**src/rtl/pfc_pkg.sv**
```systemverilog
package pfc_pkg;
  localparam int PRIO_N = 8;
  localparam int CELL_W = 12;
  localparam int IDX_W  = 4;
  localparam int CFG_W  = 32;
  localparam int TMR_W  = 16;

  localparam logic [3:0] ADDR_POLICY = 4'd0;
  localparam logic [3:0] ADDR_MAP    = 4'd1;
  localparam logic [3:0] ADDR_TIMER  = 4'd2;

  // strobes from control to datapath
  typedef struct packed {
    logic              polWr;
    logic              mapWr;
    logic [PRIO_N-1:0] bufWr;
    logic [PRIO_N-1:0] mapMask;
    logic [CFG_W-1:0]  data;
  } cfg_stb_t;
endpackage

```
**src/rtl/pfc_ctrl.sv**
```systemverilog
module pfc_ctrl
  import pfc_pkg::*;
#(
  parameter int NUM_BUF = 8
) (
  input  logic              clk,
  input  logic              rstN,
  input  logic              cfgWe,
  input  logic [3:0]        cfgAddr,
  input  logic [CFG_W-1:0]  cfgData,
  input  logic [PRIO_N-1:0] cfgMask,
  input  logic [PRIO_N-1:0] txReq,
  output cfg_stb_t          stb,
  output logic              cfgReject,
  output logic              txRefresh,
  output logic [PRIO_N-1:0] txRelease,
  output logic [TMR_W-1:0]  txPauseTime
);
  logic [PRIO_N-1:0] bufHit;
  logic              isPolicy, conflict;
  logic [TMR_W-1:0]  refreshIv, refCnt;
  logic [PRIO_N-1:0] prevReq, newBits;
  logic              anyReq, expiry;

  for (genvar b = 0; b < PRIO_N; b++) begin : g_hit
    if (b < NUM_BUF) begin : g_on
      assign bufHit[b] = cfgWe && (cfgAddr == 4'(8 + b));
    end else begin : g_off
      assign bufHit[b] = 1'b0;
    end
  end

  always_comb begin
    isPolicy  = cfgWe && (cfgAddr == ADDR_POLICY);
    conflict  = cfgData[16] && (cfgData[7:0] != 8'd0);
    cfgReject = isPolicy && conflict;
    stb = '{polWr:   isPolicy && !conflict,
            mapWr:   cfgWe && (cfgAddr == ADDR_MAP),
            bufWr:   bufHit,
            mapMask: cfgMask,
            data:    cfgData};
  end

  always_ff @(posedge clk) begin
    if (!rstN) begin
      txPauseTime <= '0;
      refreshIv   <= '0;
    end else if (cfgWe && cfgAddr == ADDR_TIMER) begin
      txPauseTime <= cfgData[TMR_W-1:0];
      refreshIv   <= cfgData[CFG_W-1:TMR_W];
    end
  end

  always_comb begin
    newBits   = txReq & ~prevReq;
    anyReq    = |txReq;
    expiry    = anyReq && (refreshIv != '0) && (refCnt == refreshIv - 1'b1);
    txRefresh = (|newBits) || expiry;
    txRelease = prevReq & ~txReq;
  end

  always_ff @(posedge clk) begin
    if (!rstN) begin
      prevReq <= '0;
      refCnt  <= '0;
    end else begin
      prevReq <= txReq;
      if ((|newBits) || !anyReq || expiry) refCnt <= '0;
      else                                 refCnt <= refCnt + 1'b1;
    end
  end
endmodule

```
**src/rtl/pfc_datapath.sv**
```systemverilog
module pfc_datapath
  import pfc_pkg::*;
#(
  parameter int NUM_BUF = 8,
  parameter int BYTE_W  = 18
) (
  input  logic                      clk,
  input  logic                      rstN,
  input  cfg_stb_t                  stb,
  input  logic [NUM_BUF*BYTE_W-1:0] fillBytes,
  input  logic                      rxPfcValid,
  input  logic                      rxPauseValid,
  input  logic [PRIO_N-1:0]         rxPrioVec,
  input  logic [TMR_W-1:0]          rxQuanta,
  input  logic                      quantaTick,
  output logic [PRIO_N-1:0]         txReq,
  output logic [PRIO_N-1:0]         rxStop
);
  localparam int SUM_W    = BYTE_W + 1;
  localparam int CELL_MAX = (1 << CELL_W) - 1;
  localparam int PAD_N    = 1 << IDX_W;

  logic [PRIO_N-1:0] txMask, rxMask;
  logic              gTx, gRx;
  logic [IDX_W-1:0]  prioMap [PRIO_N];
  logic [NUM_BUF-1:0] bufPaused;
  logic [PAD_N-1:0]  bufPad;
  logic [PRIO_N-1:0] prioHot;

  always_ff @(posedge clk) begin
    if (!rstN) begin
      txMask <= '0;
      rxMask <= '0;
      gTx    <= 1'b0;
      gRx    <= 1'b0;
    end else if (stb.polWr) begin
      txMask <= stb.data[7:0];
      rxMask <= stb.data[15:8];
      gTx    <= stb.data[16];
      gRx    <= stb.data[17];
    end
  end

  always_ff @(posedge clk) begin
    for (int p = 0; p < PRIO_N; p++) begin
      if (!rstN)
        prioMap[p] <= IDX_W'(p % NUM_BUF);
      else if (stb.mapWr && stb.mapMask[p])
        prioMap[p] <= stb.data[p*IDX_W +: IDX_W];
    end
  end

  for (genvar b = 0; b < NUM_BUF; b++) begin : g_buf
    logic [CELL_W-1:0] xoffTh, xonTh, cells;
    logic              lossy, pausedR;
    logic [SUM_W-1:0]  rounded;

    always_comb begin
      rounded = (SUM_W'(fillBytes[b*BYTE_W +: BYTE_W]) + SUM_W'(95)) / SUM_W'(96);
      cells   = (rounded > SUM_W'(CELL_MAX)) ? CELL_W'(CELL_MAX) : rounded[CELL_W-1:0];
    end

    always_ff @(posedge clk) begin
      if (!rstN) begin
        xoffTh <= CELL_W'(CELL_MAX);
        xonTh  <= '0;
        lossy  <= 1'b0;
      end else if (stb.bufWr[b]) begin
        xoffTh <= stb.data[CELL_W-1:0];
        xonTh  <= stb.data[2*CELL_W-1:CELL_W];
        lossy  <= stb.data[24];
      end
    end

    always_ff @(posedge clk) begin
      if (!rstN || lossy)      pausedR <= 1'b0;
      else if (cells > xoffTh) pausedR <= 1'b1;
      else if (cells < xonTh)  pausedR <= 1'b0;
    end

    assign bufPaused[b] = pausedR;
  end

  assign bufPad = {{(PAD_N-NUM_BUF){1'b0}}, bufPaused};

  for (genvar p = 0; p < PRIO_N; p++) begin : g_prio
    logic [TMR_W-1:0] rxCnt;
    logic             load;

    assign prioHot[p] = bufPad[prioMap[p]];
    assign load = (rxPfcValid && rxPrioVec[p] && rxMask[p]) || (rxPauseValid && gRx);

    always_ff @(posedge clk) begin
      if (!rstN)                         rxCnt <= '0;
      else if (load)                     rxCnt <= rxQuanta;
      else if (quantaTick && rxCnt != 0) rxCnt <= rxCnt - 1'b1;
    end

    assign rxStop[p] = (rxCnt != '0);
  end

  assign txReq = gTx ? {PRIO_N{|prioHot}} : (prioHot & txMask);
endmodule

```
**src/rtl/pfc_pause_gen.sv**
```systemverilog
module pfc_pause_gen
  import pfc_pkg::*;
#(
  parameter int NUM_BUF = 8,
  parameter int BYTE_W  = 18
) (
  input  logic                      clk,
  input  logic                      rstN,
  input  logic                      cfgWe,
  input  logic [3:0]                cfgAddr,
  input  logic [31:0]               cfgData,
  input  logic [7:0]                cfgMask,
  output logic                      cfgReject,
  input  logic [NUM_BUF*BYTE_W-1:0] fillBytes,
  input  logic                      rxPfcValid,
  input  logic                      rxPauseValid,
  input  logic [7:0]                rxPrioVec,
  input  logic [15:0]               rxQuanta,
  input  logic                      quantaTick,
  output logic [7:0]                txPauseVec,
  output logic                      txRefresh,
  output logic [7:0]                txRelease,
  output logic [15:0]               txPauseTime,
  output logic [7:0]                rxStop
);
  cfg_stb_t   stb;
  logic [7:0] txReq;

  pfc_ctrl #(.NUM_BUF(NUM_BUF)) u_ctrl (
    .clk(clk), .rstN(rstN), .cfgWe(cfgWe), .cfgAddr(cfgAddr),
    .cfgData(cfgData), .cfgMask(cfgMask), .txReq(txReq), .stb(stb),
    .cfgReject(cfgReject), .txRefresh(txRefresh), .txRelease(txRelease),
    .txPauseTime(txPauseTime)
  );

  pfc_datapath #(.NUM_BUF(NUM_BUF), .BYTE_W(BYTE_W)) u_dp (
    .clk(clk), .rstN(rstN), .stb(stb), .fillBytes(fillBytes),
    .rxPfcValid(rxPfcValid), .rxPauseValid(rxPauseValid),
    .rxPrioVec(rxPrioVec), .rxQuanta(rxQuanta), .quantaTick(quantaTick),
    .txReq(txReq), .rxStop(rxStop)
  );

  assign txPauseVec = txReq;
endmodule

```
**config.mk**
```make
export PLATFORM = sky130hd
export DESIGN_NAME = pfc_pause_gen
export DESIGN_NICKNAME = d
export VERILOG_FILES = /design/src/rtl/pfc_pkg.sv /design/src/rtl/pfc_ctrl.sv /design/src/rtl/pfc_datapath.sv /design/src/rtl/pfc_pause_gen.sv
export SDC_FILE = /design/constraint.sdc
export NUM_CORES = 2
export LEC_CHECK = 0
export ABC_CLOCK_PERIOD_IN_PS = 5320
export BUFFER_PORTS_ARGS = -buffer_cell sky130_fd_sc_hd__buf_2
export CAP_MARGIN = 20
export CORE_MARGIN = 2
export CORE_UTILIZATION = 43
export DETAILED_ROUTE_END_ITERATION = 10
export GPL_ROUTABILITY_DRIVEN = 0
export PLACE_DENSITY_LB_ADDON = 0.08
export SLEW_MARGIN = 20
export SYNTH_ARGS = -nofsm -noshare
export SYNTH_HDL_FRONTEND = slang
export SYNTH_SLANG_ARGS = --single-unit
```
**constraint.sdc**
```tcl
create_clock -name clk -period 5.32 [get_ports clk]
set_clock_uncertainty 0.15 [all_clocks]
set_input_delay 0 -clock clk [delete_from_list [all_inputs] [get_ports clk]]
set_output_delay 0 -clock clk [all_outputs]
set_load 0.02 [all_outputs]
```
==> metrics list <==
* Area share of xor/xnor cells in the synthesized design: 0.0729
* Max FO, Critical Path: 5
* Final-report hold violation count: 0
- Count of vias placed by the detailed router: approximately 38,000
- Setup violations remaining at the end of the flow were counted as 0.
- The tool flagged a number of max-cap violations equal to 0.
* Die Height: between 200 and 300 um
* Sequential area share after synthesis: 0.256
- The number of cells on the worst reg-to-reg path is 12.
* Class of the worst hold path: input port to flop
- Most used flip-flop cell after synthesis: sky130_fd_sc_hd__dfxtp_1
- Timing analysis after detailed placement gives a worst setup slack of -0.594 ns.
* Slack of the critical path: 0.135 ns
- Global routing usage summed across all routing layers: 0.263
- Power per cell area: approximately 300 nW/um^2
- Number of antenna violations at the first check in global routing: 12
* Worst hold slack: 0.0375 ns
- Clock-pin transition on the worst setup and hold timing paths: 0.06 ns
- Global-route wire length before repair: 186,000 um
* Final worst-path cycle share: 0.975
* Net Count, Synth: 5,256
- Largest stage delay on the critical path: roughly 0.50 ns
- Instance count along the most critical hold path: 5
- Share of the synthesized area in the top cell type: 0.229
* Worst setup slack for register-to-register paths: between 1 and 1.5 ns
- For the worst setup path, the data required time is 5.67 ns.
- Least-Margin Pin Slew: between 0.9 and 1 ns
- Cell seen most often among critical-path stages: sky130_fd_sc_hd__buf_4
- Hold wc startpoint: rxPfcValid
- Asr flop ratio synth: 0
- FF-to-FF Start: u_dp.g_buf[5].pausedR
- After the last flow step, the layout net total stands at 6,017.
* Area of placed instances: 42,100 sq um
* Synthesized area: about 36,000 sq um
- Area of the core: between 80,000 and 90,000 sq um
- Sum Neg Setup Slack: 0 ns
- The area fraction in compound gates after synthesis came to 0.251.
- The analysis attributes to cell leakage a power of 20.1 nW.
- In this run the remaining antenna-violating nets after routing total 0.
- TritonCTS built the clock tree.
- For this run, design rule violations remaining after detail routing come to 0.
- Of the total synthesized cell area, the portion taken by full adders, half adders and majority gates is 0.0717.
- The setup path with the least slack is of type input port to flop.
* Library cell used as clock root buffer: sky130_fd_sc_hd__clkbuf_16
* Most common cell after layout, fill and taps aside: sky130_fd_sc_hd__nand2_1
- At the end of the flow the core is filled with cells to 0.555.
- Clock Sink Count: 442
- Overflow left after global routing: 0
- IR analysis of the VDD net gives a maximum drop of 292 uV.
- Number of synthesized flops with an enable pin: 32
* Capture point of the worst reg-to-reg path: u_ctrl.refCnt[10]
- In the final routed layout, each cell accounts on average for about 17 um.
- Biggest area contributors in the synthesized netlist: sky130_fd_sc_hd__dfxtp_1 (23%), sky130_fd_sc_hd__nand2_1 (8.3%), sky130_fd_sc_hd__ha_1 (7.1%)
- Half-perimeter wire length after detailed placement: approximately 84,000 um
- Post-synthesis mux area share: 0.0316
- Entering global routing, the biggest net connects about 110 pins.
- Finished layout cell area: about 46,000 sq um
* Result of the run: finished, final reports clean
- Yosys cell types: 109
- Summed over all instances, the cell type with the most area after synthesis is sky130_fd_sc_hd__dfxtp_1.
- Floorplan die width: between 200 and 300 um
- After detailed routing, the total wire length is about 120,000 um.
- Combined buffer and inverter count along the critical path: 5
- Port Buffers: 259
- Pre-antenna DRT Iters: 7
- Setup repair after global routing missed its margin: yes
* Post-route minimum period: 5.18 ns
- Data on the critical path arrives at its endpoint at 5.53 ns.
- First-iteration detailed-routing DRC count: 2,613
- Compared with the post-synthesis result, the final layout area differs by 27.6%.
* Number of buffers between clock root and the deepest sink: 3
- The total count of max-transition violations in the final report came to 0.
- By area, the combinational part of the netlist is dominated by simple AND/OR/NAND/NOR gates.
* Worst rel slew slack: 0.376
* Number of storage elements in the synthesis netlist: 442
- The initialized floorplan defines 105 standard-cell rows.
- The Yosys step of the flow raised 0 warnings.
- Critical-path cell with the highest stage delay: sky130_fd_sc_hd__or3b_2
- On the critical path the largest part of the delay comes from compound AO/OA/AOI/OAI gates.
- Starting density of the core: 0.435
* Count of boundary I/O pins: 260
- Gate Count Post-Synth: 4,836
- Filler cell count in the final layout: 7,850
- In the final layout, the share of cells above drive strength 1 is 0.209.
- Endpoint, Worst Hold: u_dp.g_prio[5].rxCnt[15]
* Avg Inst Size Synth: 7.40 sq um
* Kind of end point of the critical path: flop
* Cts bufs inserted: 50
- After detailed routing, the number of vias per cell comes to 5.65.
* H-tree level count: 2
* F_max: 193 MHz
- The via count of the first global-routing pass is ~35,000.
- Commonest non-fill, non-tap cells in the layout: sky130_fd_sc_hd__nand2_1 (792), sky130_fd_sc_hd__buf_4 (605), sky130_fd_sc_hd__dfxtp_1 (410)
- Clock latency on the worst-skew pair, taken at its later pin, is 0.62 ns.
- Crit path launch type: input port
* Die Footprint: 85,600 sq um
* Simple-gate share of the synthesized area: 0.260
-- stage by stage --
| step | instances | total power (W) |
|---|---|---|
| global route | 6711 | 0.0149 |
| CTS | 6690 | 0.0138 |
| global placement | 6490 | 0.00991 |
| detailed placement | 6490 | 0.00998 |
| floorplan | 4836 | 0.00824 |
| finish | 6712 | 0.0139 |
-- repair_timing --
item                                   in CTS  in global routing
hold buffers                              107                  0
gates resized for setup                     0                149
endpoints found under the hold margin     447                  0
buffers inserted                            0                 18
setup endpoints to repair                   0                  8
-- cells by family after synthesis --
logic type / after synthesis
AOI/OAI and AO/OA: 1294
muxes: 90
DFF: 442
buffers and inverters: 531
and+or+nand+nor: 1977
xor gates and xnor gates: 296
adders and majority gates: 206
-- tightest hold or removal path: cells and delay by family --
family,cells,cell delay [ns]
and+or+nand+nor,1,0.13
AOI/OAI and AO/OA,2,0.17
buffers and inverters,2,0.46
-- synthesized netlist by cell type, types with 17 or more instances --
| cell | instances |
|---|---|
| sky130_fd_sc_hd__dfxtp_1 | 410 |
| sky130_fd_sc_hd__a21boi_0 | 58 |
| sky130_fd_sc_hd__xor2_1 | 112 |
| sky130_fd_sc_hd__edfxtp_1 | 32 |
| sky130_fd_sc_hd__mux4_2 | 17 |
| sky130_fd_sc_hd__buf_1 | 21 |
| sky130_fd_sc_hd__nand3b_1 | 20 |
| sky130_fd_sc_hd__o22ai_1 | 33 |
| sky130_fd_sc_hd__inv_1 | 259 |
| sky130_fd_sc_hd__and3_1 | 56 |
| sky130_fd_sc_hd__ha_1 | 202 |
| sky130_fd_sc_hd__o21ai_0 | 213 |
| sky130_fd_sc_hd__nor4_1 | 51 |
| sky130_fd_sc_hd__or3_1 | 51 |
| sky130_fd_sc_hd__nor2b_1 | 64 |
| sky130_fd_sc_hd__a21o_1 | 55 |
| sky130_fd_sc_hd__mux2i_1 | 58 |
| sky130_fd_sc_hd__o21a_1 | 22 |
| sky130_fd_sc_hd__nand3_1 | 178 |
| sky130_fd_sc_hd__nand4_1 | 73 |
| sky130_fd_sc_hd__or4_1 | 21 |
| sky130_fd_sc_hd__nand2_1 | 793 |
| sky130_fd_sc_hd__nand2b_1 | 56 |
| sky130_fd_sc_hd__nor2_1 | 364 |
| sky130_fd_sc_hd__o31ai_1 | 23 |
| sky130_fd_sc_hd__o211a_1 | 98 |
| sky130_fd_sc_hd__a21oi_1 | 303 |
| sky130_fd_sc_hd__o211ai_1 | 144 |
| sky130_fd_sc_hd__nor3_1 | 139 |
| sky130_fd_sc_hd__clkbuf_1 | 234 |
| sky130_fd_sc_hd__or2_2 | 24 |
| sky130_fd_sc_hd__a31oi_1 | 43 |
| sky130_fd_sc_hd__a211oi_1 | 73 |
| sky130_fd_sc_hd__o221ai_1 | 26 |
| sky130_fd_sc_hd__xnor2_1 | 182 |
| sky130_fd_sc_hd__and2_1 | 30 |
-- state kept, by name (all words and copies together) (netlist names) --
signal              cells
u_dp.rxMask             8
u_dp.txMask             8
u_dp.g_buf.xonTh       96
u_dp.g_buf.lossy        8
u_dp.g_buf.pausedR      8
u_dp.prioMap           32
u_dp.g_prio.rxCnt     128
u_ctrl.txPauseTime     16
u_ctrl.refCnt          16
u_dp.gTx                1
u_dp.g_buf.xoffTh      96
u_ctrl.refreshIv       16
u_ctrl.prevReq          8
u_dp.gRx                1
-- layout make-up --
| type | count | area, sq um | area share |
|---|---|---|---|
| Antenna cell | 4 | 10.0 | 0.000219 |
| Multi-Input combinational cell | 3863 | 25300 | 0.555 |
| Tap cell | 1070 | 1340 | 0.0293 |
| Sequential cell | 442 | 9170 | 0.201 |
| Timing Repair Buffer | 979 | 7070 | 0.155 |
| Clock buffer | 70 | 1430 | 0.0312 |
| Clock inverter | 23 | 328 | 0.00718 |
| Inverter | 261 | 987 | 0.0216 |
-- power by group --
group	internal, W	switching (W)
logic	0.00286	0.00316
clock network	0.00214	0.00155
registers	0.00381	0.000369
total	0.00881	0.00508
-- worst max-delay path by stage --
| stage | slack (ns) | cells after the start | start | end |
|---|---|---|---|---|
| 2_1_floorplan | -0.05 | 29 | fillBytes[0] | u_dp.g_buf[0].pausedR |
| 3_3_place_gp | -0.53 | 30 | fillBytes[18] | u_dp.g_buf[1].pausedR |
| 3_5_place_dp | -0.59 | 27 | fillBytes[36] | u_dp.g_buf[2].pausedR |
| 4_1_cts | 0.005 | 27 | fillBytes[36] | u_dp.g_buf[2].pausedR |
| 5_1_grt | -0.19 | 32 | fillBytes[1] | u_dp.g_buf[0].pausedR |
| 6_report | 0.14 | 30 | fillBytes[1] | u_dp.g_buf[0].pausedR |
-- routing by layer --
metal / global-route usage / routed length, um / share of wire
met5: 0 / 95 / 0.00081
met3: 0.0270 / 5540 / 0.047
met4: 0.0574 / 2320 / 0.020
met2: 0.454 / 55700 / 0.48
met1: 0.353 / 53500 / 0.46
(Power assumes the default switching activity.)
